[src/rtl/wkup_pkg.sv]
package wkup_pkg;
  localparam int unsigned DATA_W  = 32;
  localparam int unsigned WUF_BIT = 0;
  localparam int unsigned SBF_BIT = 1;
  localparam int unsigned PVD_BIT = 2;
  localparam int unsigned EN_BIT  = 8;
  localparam int unsigned REG_OFFS = 4;
endpackage

[src/rtl/wkup_sync.sv]
module wkup_sync #(
  parameter int unsigned STAGES = 2
) (
  input  logic clk_i,
  input  logic rst_ni,
  input  logic d_i,
  output logic q_o
);
  logic [STAGES-1:0] sr_q;

  generate
    if (STAGES == 1) begin : g_one
      always_ff @(posedge clk_i or negedge rst_ni)
        if (!rst_ni) sr_q <= '0;
        else         sr_q <= d_i;
    end else begin : g_many
      always_ff @(posedge clk_i or negedge rst_ni)
        if (!rst_ni) sr_q <= '0;
        else         sr_q <= {sr_q[STAGES-2:0], d_i};
    end
  endgenerate

  assign q_o = sr_q[STAGES-1];
endmodule

[src/rtl/wkup_flags.sv]
module wkup_flags (
  input  logic clk_i,
  input  logic sys_rst_ni,
  input  logic por_ni,
  input  logic pin_sync_i,
  input  logic rtc_alarm_i,
  input  logic stby_enter_i,
  input  logic clr_wuf_i,
  input  logic clr_sbf_i,
  input  logic en_wr_i,
  input  logic en_wdata_i,
  output logic en_o,
  output logic wuf_o,
  output logic sbf_o,
  output logic wake_set_o
);
  logic en_q, gated_prev_q, wuf_q, sbf_q;
  logic gated, pin_rise;

  // enable-gated level: enabling over a high pin looks like an edge
  assign gated      = pin_sync_i & en_q;
  assign pin_rise   = gated & ~gated_prev_q;
  assign wake_set_o = pin_rise | rtc_alarm_i;

  always_ff @(posedge clk_i or negedge sys_rst_ni)
    if (!sys_rst_ni) begin
      en_q         <= 1'b0;
      gated_prev_q <= 1'b0;
      wuf_q        <= 1'b0;
    end else begin
      if (en_wr_i) en_q <= en_wdata_i;
      gated_prev_q <= gated;
      if (wake_set_o)     wuf_q <= 1'b1;
      else if (clr_wuf_i) wuf_q <= 1'b0;
    end

  // standby flag survives system reset
  always_ff @(posedge clk_i or negedge por_ni)
    if (!por_ni)           sbf_q <= 1'b0;
    else if (stby_enter_i) sbf_q <= 1'b1;
    else if (clr_sbf_i)    sbf_q <= 1'b0;

  assign en_o  = en_q;
  assign wuf_o = wuf_q;
  assign sbf_o = sbf_q;

  p_wuf_set_wins_r8: assert property (@(posedge clk_i) disable iff (!sys_rst_ni)
    wake_set_o |=> wuf_q)
    else $error("wakeup set lost");
  p_wuf_clear_r8: assert property (@(posedge clk_i) disable iff (!sys_rst_ni)
    (clr_wuf_i && !wake_set_o) |=> !wuf_q)
    else $error("wakeup clear ignored");
  p_sbf_set_r9: assert property (@(posedge clk_i) disable iff (!por_ni)
    stby_enter_i |=> sbf_q)
    else $error("standby set lost");
  p_sbf_hold_r9: assert property (@(posedge clk_i) disable iff (!por_ni)
    (!stby_enter_i && !clr_sbf_i) |=> $stable(sbf_q))
    else $error("standby flag moved");
  p_en_off_no_pin_r5: assert property (@(posedge clk_i) disable iff (!sys_rst_ni)
    (!en_q && !en_wr_i && !rtc_alarm_i && !wuf_q) |=> !wake_set_o || rtc_alarm_i)
    else $error("pin event while disabled");
endmodule

[src/rtl/wkup_apb.sv]
module wkup_apb
  import wkup_pkg::*;
#(
  parameter int unsigned ADDR_W  = 8,
  parameter int unsigned RD_WAIT = 2
) (
  input  logic              clk_i,
  input  logic              rst_ni,
  input  logic              psel_i,
  input  logic              penable_i,
  input  logic              pwrite_i,
  input  logic [ADDR_W-1:0] paddr_i,
  input  logic [DATA_W-1:0] reg_val_i,
  output logic [DATA_W-1:0] prdata_o,
  output logic              pready_o,
  output logic              reg_wr_o
);
  localparam int unsigned CNT_W = $clog2(RD_WAIT + 2);
  localparam logic [CNT_W-1:0] WAIT_C = CNT_W'(RD_WAIT);
  localparam logic [ADDR_W-1:0] OFFS_C = ADDR_W'(REG_OFFS);

  logic [CNT_W-1:0] cnt_q;
  logic rd_acc, rd_done, hit;

  assign hit     = (paddr_i == OFFS_C);
  assign rd_acc  = psel_i & penable_i & ~pwrite_i;
  assign rd_done = (cnt_q == WAIT_C);

  always_ff @(posedge clk_i or negedge rst_ni)
    if (!rst_ni)                cnt_q <= '0;
    else if (rd_acc && !rd_done) cnt_q <= cnt_q + 1'b1;
    else                        cnt_q <= '0;

  assign pready_o = ~rd_acc | rd_done;
  assign prdata_o = (rd_acc && rd_done && hit) ? reg_val_i : '0;
  assign reg_wr_o = psel_i & penable_i & pwrite_i & hit;

  p_wr_nowait_r12: assert property (@(posedge clk_i) disable iff (!rst_ni)
    (psel_i && penable_i && pwrite_i) |-> pready_o)
    else $error("write stalled");
  p_rd_first_wait_r12: assert property (@(posedge clk_i) disable iff (!rst_ni)
    (psel_i && $rose(penable_i) && !pwrite_i) |-> !pready_o)
    else $error("read ready too early");
endmodule

[src/rtl/wkup_stat_reg.sv]
module wkup_stat_reg
  import wkup_pkg::*;
#(
  parameter int unsigned ADDR_W      = 8,
  parameter int unsigned RD_WAIT     = 2,
  parameter int unsigned SYNC_STAGES = 2
) (
  input  logic              clk_i,
  input  logic              rst_ni,
  input  logic              por_ni,
  input  logic              psel_i,
  input  logic              penable_i,
  input  logic              pwrite_i,
  input  logic [ADDR_W-1:0] paddr_i,
  input  logic [DATA_W-1:0] pwdata_i,
  output logic [DATA_W-1:0] prdata_o,
  output logic              pready_o,
  output logic              pslverr_o,
  input  logic              wkup_pin_i,
  input  logic              rtc_alarm_i,
  input  logic              stby_enter_i,
  input  logic              vdet_out_i,
  input  logic              vdet_en_i,
  input  logic              clr_wuf_i,
  input  logic              clr_sbf_i,
  output logic              wkup_req_o
);
  logic sys_rst_n, pin_sync, reg_wr;
  logic en, wuf, sbf;
  logic [DATA_W-1:0] reg_val;

  assign sys_rst_n = rst_ni & por_ni;

  wkup_sync #(.STAGES(SYNC_STAGES)) u_sync (
    .clk_i (clk_i),
    .rst_ni(sys_rst_n),
    .d_i   (wkup_pin_i),
    .q_o   (pin_sync)
  );

  wkup_flags u_flags (
    .clk_i       (clk_i),
    .sys_rst_ni  (sys_rst_n),
    .por_ni      (por_ni),
    .pin_sync_i  (pin_sync),
    .rtc_alarm_i (rtc_alarm_i),
    .stby_enter_i(stby_enter_i),
    .clr_wuf_i   (clr_wuf_i),
    .clr_sbf_i   (clr_sbf_i),
    .en_wr_i     (reg_wr),
    .en_wdata_i  (pwdata_i[EN_BIT]),
    .en_o        (en),
    .wuf_o       (wuf),
    .sbf_o       (sbf),
    .wake_set_o  (wkup_req_o)
  );

  always_comb begin
    reg_val          = '0;
    reg_val[WUF_BIT] = wuf;
    reg_val[SBF_BIT] = sbf;
    reg_val[PVD_BIT] = vdet_out_i & vdet_en_i;
    reg_val[EN_BIT]  = en;
  end

  wkup_apb #(.ADDR_W(ADDR_W), .RD_WAIT(RD_WAIT)) u_apb (
    .clk_i    (clk_i),
    .rst_ni   (sys_rst_n),
    .psel_i   (psel_i),
    .penable_i(penable_i),
    .pwrite_i (pwrite_i),
    .paddr_i  (paddr_i),
    .reg_val_i(reg_val),
    .prdata_o (prdata_o),
    .pready_o (pready_o),
    .reg_wr_o (reg_wr)
  );

  assign pslverr_o = 1'b0;

  p_sys_rst_keeps_sbf_r10: assert property (@(posedge clk_i) disable iff (!por_ni)
    (!rst_ni && !stby_enter_i && !clr_sbf_i) |=> $stable(sbf))
    else $error("system reset touched standby flag");
  p_req_sets_flag_r13: assert property (@(posedge clk_i) disable iff (!sys_rst_n)
    wkup_req_o |=> wuf)
    else $error("request without flag");
endmodule

[config.mk]
export PLATFORM = sky130hd
export DESIGN_NAME = wkup_stat_reg
export DESIGN_NICKNAME = d
export VERILOG_FILES = /design/src/rtl/wkup_pkg.sv /design/src/rtl/wkup_sync.sv /design/src/rtl/wkup_flags.sv /design/src/rtl/wkup_apb.sv /design/src/rtl/wkup_stat_reg.sv
export SDC_FILE = /design/constraint.sdc
export NUM_CORES = 1
export LEC_CHECK = 0
export ABC_AREA = 0
export CAP_MARGIN = 20
export CORE_MARGIN = 3
export CORE_UTILIZATION = 21
export CTS_CLUSTER_SIZE = 24
export DETAILED_ROUTE_END_ITERATION = 8
export PLACE_DENSITY = 0.86
export REMOVE_ABC_BUFFERS = 1
export SETUP_SLACK_MARGIN = 0.15
export SLEW_MARGIN = 20
export SYNTH_ARGS = -nofsm -noshare
export SYNTH_HDL_FRONTEND = slang
export SYNTH_SLANG_ARGS = --single-unit
[constraint.sdc]
create_clock -name clk_i -period 1.35 [get_ports clk_i]
set_input_delay 0.27 -clock clk_i [delete_from_list [all_inputs] [get_ports clk_i]]
set_output_delay 0.27 -clock clk_i [all_outputs]
set_load 0.005 [all_outputs]
==> results of run 1 <==
==> worst max-delay path, cell delays in order <==
cell and delay [ps]:
clkdlybuf4s15_1 160, or4b_4 530, nor3_4 240, and3_1 180
buf_2 110
==> worst max path at each step <==
stage,from,slack [ps],end
floorplan,paddr_i[1],-120,prdata_o[2]
global placement,paddr_i[1],-1130,prdata_o[2]
detailed placement,paddr_i[1],-1160,prdata_o[2]
CTS,u_apb.cnt_q[0],-420,prdata_o[2]
global route,u_apb.cnt_q[0],-500,prdata_o[2]
finish,paddr_i[1],-410,prdata_o[2]
==> state kept, by name, summed over array words and instances (netlist names) <==
| name | cells |
|---|---|
| u_flags.en_o | 1 |
| u_flags.wuf_o | 1 |
| u_flags.sbf_o | 1 |
| u_apb.cnt_q | 2 |
| u_sync.sr_q | 2 |
| u_flags.gated_prev_q | 1 |
==> routing by layer <==
| layer | track usage (%) | up-vias | share of wire, % |
|---|---|---|---|
| li1 | - | 222 | - |
| met1 | 6.39 | 210 | 31 |
| met2 | 10.6 | 27 | 58 |
| met3 | 3.05 | 2 | 10 |
| met4 | 3.56 | 0 | 0.93 |
| met5 | 0 | - | 0 |
==> final cells by class <==
cell class / instances / area, um2
clock buffers: 3 / 22.5
repair buffers: 36 / 309
multi-input cells: 50 / 290
flip-flops and latches: 8 / 200
well taps: 30 / 37.5
inverters: 4 / 15.0
fillers: 262 / 1720
==> layout by cell type (no fill, tap or decap), drive strengths merged <==
cell,Yosys,routed
or4,1,1
mux2,1,1
dlygate4sd2,0,1
nand2,1,1
and2,5,5
clkdlybuf4s15,0,2
nor3,2,2
a21o,3,3
nor2,2,2
or4b,1,1
and3,1,1
dfrtp,8,8
or3,1,1
inv,4,4
nand4b,1,1
clkdlybuf4s50,0,13
buf,29,20
conb,1,29
ha,1,1
nand3,1,1
clkbuf,0,3
==> per-stage QoR <==
step	cells	total power [mW]
finish	131	0.541
global route	131	0.585
CTS	131	0.548
detailed placement	122	0.370
global placement	122	0.367
floorplan	62	0.293
==> power breakdown <==
group / total [mW] / internal [mW] / switching, mW
Clock: 0.170 / 0.101 / 0.0687
Combinational: 0.119 / 0.0711 / 0.0474
Sequential: 0.253 / 0.250 / 0.00345
Total: 0.541 / 0.422 / 0.120
==> what timing repair did <==
item	4_1_cts	5_1_grt
pin swaps	13	1
endpoints found under the setup margin	9	9
gates resized for setup	52	3
buffers inserted	6	0
==> cell families after synthesis <==
group / count (synthesis) / share of synthesized area [%]
simple gates: 16 / 19.1
compound gates: 3 / 3.77
other cells: 1 / 0.628
buf+inv: 33 / 39.0
mux: 1 / 1.89
flops: 8 / 33.5
fa+ha+maj: 1 / 2.10
==> flow_summary_export.csv, run 1 <==
group,metric,value,unit
yosys,synth-seq-cells,8,
sta,fin_crit,1760,ps
finish,final_area,875,um2
sta,max_freq,568,MHz
finish,drive_gt1_share,29.7,%
critical_path,r2r_cells,4,
flow_run,maxCapViolCount,0,
sta,fin_ws,-410,ps
finish,area_delta_synth_final,46.5,%
power_and_ir_drop,vdd_drop_max,0.339,mV
global_routing,grt_pass1_vias,420,
yosys,synth.yosys.seq_area_share,33.5,%
floorplan,dieWidth,59.3,um
drt,drc,0,
sta,fin_crit_sh,130,%
global_routing,antenna_found_initial,0,
critical_path,cp.required,1080,ps
yosys,post-synth-top-area-cell,"buf_4",
critical_path,worstPathMaxFanout,4,
critical_path,worstSetupEndpointType,"primary output",
cts,clock-root-buffer,"clkbuf_4",
drt,drt_wl_total,1.18,mm
status,status,"finished, violations left",
floorplan,ioPinCount,88,
critical_path,r2r_setup_slack,170,ps
yosys,async_reset_ff_share,100,%
drt,ant_nets,0,
critical_path,worstSetupPathType,"in2out",
sta,tns,-2250,ps
placement,dp_hpwl,1.05,mm
yosys,yosys.area.top_type_share,36.5,%
power_and_ir_drop,power.leakage,0.485,nW
global_routing,grt_util_all_layers,6.34,%
sta,fin_skew,4.06,ps
finish,finish.utilization,33.8,%
cts,worstSkewPairLatency,240,ps
cts,h-tree-depth,1,
yosys,netlist_area,597,um2
critical_path,cp-start-kind,"input pin",
sta,fin_hold_ws,177,ps
yosys,synth_edf_count,0,
yosys,netlist_top_cells_count,"buf_4 (29), dfrtp_1 (8), and2_1 (5), inv_1 (4), a21o_1 (3)",
yosys,syn-instance-count,63,
cts,clock-sinks,8,
drt,dr.pass1.iters,1,
yosys,syn_area_per_cell,9.47,um2
power_and_ir_drop,p_per_area,619,nW/um2
yosys,yosys_warnings,0,
cts,clkSlewWorstSetupHoldPaths,50,ps
finish,num_antenna_cells,0,
floorplan,fp-row-count,18,
placement,gp_congestion,0.611,
placement,dpl_worst_slack,-1160,ps
yosys,synth.area.top_cells,"buf_4 (36%), dfrtp_1 (34%), and2_1 (5.2%)",
drt,viasPerCell,3.52,
floorplan,initial_core_util,23.0,%
yosys,synth_cell_types,17,
floorplan,chipHeight,59.3,um
drt,drt_iter0_markers,0,
sta,hold_violations,0,
sta,drv_slew,0,
cts,cts_hold_buffers,0,
global_routing,grt.overflow.total,0,
hold_path,hold_class,"in2async",
drt,wire_per_inst,8.98,um
global_routing,grt_pass1_wl,1.65,mm
sta,rsz0062_at_grt,"yes",
yosys,synth_ff_type,"dfrtp_1",
cts,cts_buffer_depth,2,
yosys,synthMostInstantiatedCell,"buf_4",
sta,setup_viol,8,
drt,routed-via-count,461,
status,violations,"setup timing",
cts,cts_buffers,3,
placement,placed_cell_area,815,um2
critical_path,r2r-end,"u_apb.cnt_q[0]",
global_routing,grt_max_degree,8,
cts,cts_tree,"done",
critical_path,arrival,1490,ps
finish,nets,157,
floorplan,die-area,3520,um2
placement,numPortBuffers,27,
floorplan,coreArea,2590,um2
critical_path,rr_startpoint,"u_apb.cnt_q[1]",
No activity file was read; power rests on OpenSTA's default activity.
==> run 2: changes to the inputs <==
Settings changed: CTS_CLUSTER_SIZE 24 to 20.
==> results of run 2 <==
Final layout, timing and power as in run 1 (identical DEF).
==> run 3: changes to the inputs <==
Settings changed: ABC_AREA 0 to 1, CORE_UTILIZATION 21 to 22, PLACE_DENSITY 0.86 to 0.85.
==> flow_summary_export.csv, run 3 <==
group,metric,value,unit
placement,dp_cells,151,
yosys,netlist_area,657,um2
cts,h-tree-depth,1,
cts,clock-sinks,8,
critical_path,r2r_setup_slack,130,ps
floorplan,initial_core_util,23.4,%
global_routing,grt_max_degree,8,
yosys,post-synth-top-area-cell,"buf_4",
yosys,netlist_top_cells_count,"buf_4 (29), inv_1 (17), nor2_1 (15), nand2_1 (12), dfrtp_1 (8)",
finish,layout_common_cells,"conb_1 (29), inv_1 (16), clkdlybuf4s50_1 (12)",
drt,top_layer_used,"met3",
floorplan,die-area,3680,um2
cts,cts_buffer_depth,2,
yosys,async_reset_ff_share,100,%
global_routing,grt_util_all_layers,6.37,%
flow_run,maxCapViolCount,0,
power_and_ir_drop,p_per_area,582,nW/um2
yosys,synth.area.top_cells,"buf_4 (33%), dfrtp_1 (30%), inv_1 (9.7%)",
yosys,synth_ff_type,"dfrtp_1",
drt,dr.pass1.iters,4,
drt,route.layer.met1.wl,424,um
finish,finish.utilization,33.9,%
sta,max_freq,605,MHz
cts,worstSkewPairLatency,250,ps
sta,drv_slew,0,
finish,area_delta_synth_final,44.6,%
yosys,synth-seq-cells,8,
drt,ant_nets,0,
global_routing,grt_pass1_vias,462,
hold_path,hold_class,"in2async",
drt,wl_met3,120,um
placement,gp_congestion,0.674,
critical_path,r2r_cells,8,
yosys,yosys.area.top_type_share,33.1,%
cts,clkSlewWorstSetupHoldPaths,50,ps
critical_path,worstSetupEndpointType,"primary output",
power_and_ir_drop,power.leakage,0.576,nW
global_routing,antenna_found_initial,0,
sta,rsz0062_at_grt,"yes",
critical_path,cp.required,1080,ps
finish,num_antenna_cells,0,
global_routing,grt_pass1_wl,1.75,mm
floorplan,dieWidth,60.6,um
power_and_ir_drop,combPwrFrac,23.2,%
sta,fin_skew,5.08,ps
status,violations,"setup timing",
yosys,synthMostInstantiatedCell,"buf_4",
finish,largestRegisters,"u_apb.cnt_q: 2 flops, u_sync.sr_q: 2 flops",
floorplan,coreArea,2810,um2
yosys,yosys_warnings,0,
finish,nets,187,
sta,fin_crit,1650,ps
critical_path,r2r-end,"u_apb.cnt_q[0]",
sta,fin_crit_sh,122,%
floorplan,fp-row-count,19,
power_and_ir_drop,p_switching,133,uW
drt,drt_wl_total,1.22,mm
critical_path,arrival,1380,ps
power_and_ir_drop,seq_power_share,45.7,%
sta,setup_viol,5,
sta,fin_ws,-302,ps
power_and_ir_drop,power_frac_clock,31.1,%
finish,drive_gt1_share,23.7,%
critical_path,worstPathMaxFanout,2,
yosys,synth_edf_count,0,
finish,layout_commonest_cell,"conb_1",
power_and_ir_drop,intPower,420,uW
cts,cts_buffers,3,
drt,drt_iter0_markers,4,
finish,final_cell_count_no_fill,162,
yosys,syn-instance-count,91,
cts,cts_hold_buffers,0,
placement,dp_hpwl,1.04,mm
floorplan,ioPinCount,88,
sta,hold_violations,0,
drt,wire_per_inst,7.50,um
placement,numPortBuffers,27,
cts,clock-root-buffer,"clkbuf_4",
status,status,"finished, violations left",
floorplan,chipHeight,60.6,um
power_and_ir_drop,vdd_drop_max,0.481,mV
drt,viasPerCell,3.34,
critical_path,cp-start-kind,"input pin",
critical_path,worstSetupPathType,"in2out",
yosys,synth_cell_types,14,
yosys,syn_area_per_cell,7.22,um2
power_and_ir_drop,swShare,24.0,%
cts,cts_tree,"done",
finish,nFillCells,309,
yosys,synth.yosys.seq_area_share,30.5,%
drt,wl_met2,671,um
drt,routed-via-count,541,
drt,drc,0,
global_routing,grt.overflow.total,0,
critical_path,rr_startpoint,"u_apb.cnt_q[0]",
run 3: final cells by class:
type	instances	area, um2	share of cell area [%]
Multi-Input combinational cell	65	298	31.4
Inverter	17	63.8	6.72
Timing Repair Buffer	38	327	34.4
Clock buffer	3	22.5	2.37
Tap cell	31	38.8	4.08
Sequential cell	8	200	21.1
run 3: worst max path at each step:
| stage | from | endpoint | slack [ps] | depth (start not counted) |
|---|---|---|---|---|
| 2_1_floorplan | u_apb.cnt_q[0] | prdata_o[0] | 140 | 6 |
| 3_3_place_gp | paddr_i[2] | prdata_o[8] | -710 | 8 |
| 3_5_place_dp | paddr_i[2] | prdata_o[8] | -710 | 8 |
| 4_1_cts | u_apb.cnt_q[0] | prdata_o[2] | -320 | 8 |
| 5_1_grt | u_apb.cnt_q[0] | prdata_o[8] | -410 | 8 |
| 6_report | paddr_i[5] | prdata_o[2] | -300 | 8 |
run 3: worst max-delay path, cell delays in order:
cell,delay [ps]
clkdlybuf4s50_1,430
nor2_1,90
nand2_1,70
nor2_2,130
nand2_2,70
buf_4,140
nor2_1,70
buf_2,120
run 3: kinds of logic (layout without fill, tap and decap cells):
logic type	count (synthesis)	after routing	synth area share (%)
buf+inv	46	58	42.9
simple gates	33	33	22.3
flops	8	8	30.5
compound gates	2	2	1.90
fa+ha+maj	1	1	1.90
other cells	1	29	0.571
run 3: stage by stage:
stage	hold slack [ps]	total power, mW	worst slack (ps)	setup TNS, ps	cell area, um2
2_1_floorplan	-25.6	0.302	142	0	544
3_3_place_gp	335	0.381	-706	-3430	876
3_5_place_dp	339	0.382	-706	-3470	876
4_1_cts	164	0.557	-318	-1510	915
5_1_grt	162	0.595	-410	-1910	950
6_report	172	0.552	-302	-1420	950
run 3: timing repair:
action | 4_1_cts | 5_1_grt
setup buffers | 6 | 2
pin swaps | 10 | 4
resized for setup | 33 | 8
endpoints found under the setup margin | 7 | 9
run 3: power by group through the flow:
stage	Combinational (mW)	Sequential, mW	Clock (mW)
floorplan	0.0467	0.255	0
global placement	0.125	0.256	0
detailed placement	0.126	0.256	0
CTS	0.123	0.252	0.182
global route	0.148	0.253	0.194
finish	0.128	0.252	0.172
run 3: metal layers:
metal	vias up	GRT usage (%)
li1	286	-
met1	231	6.47
met2	24	11.3
met3	0	4.04
met4	0	0.929
met5	-	0
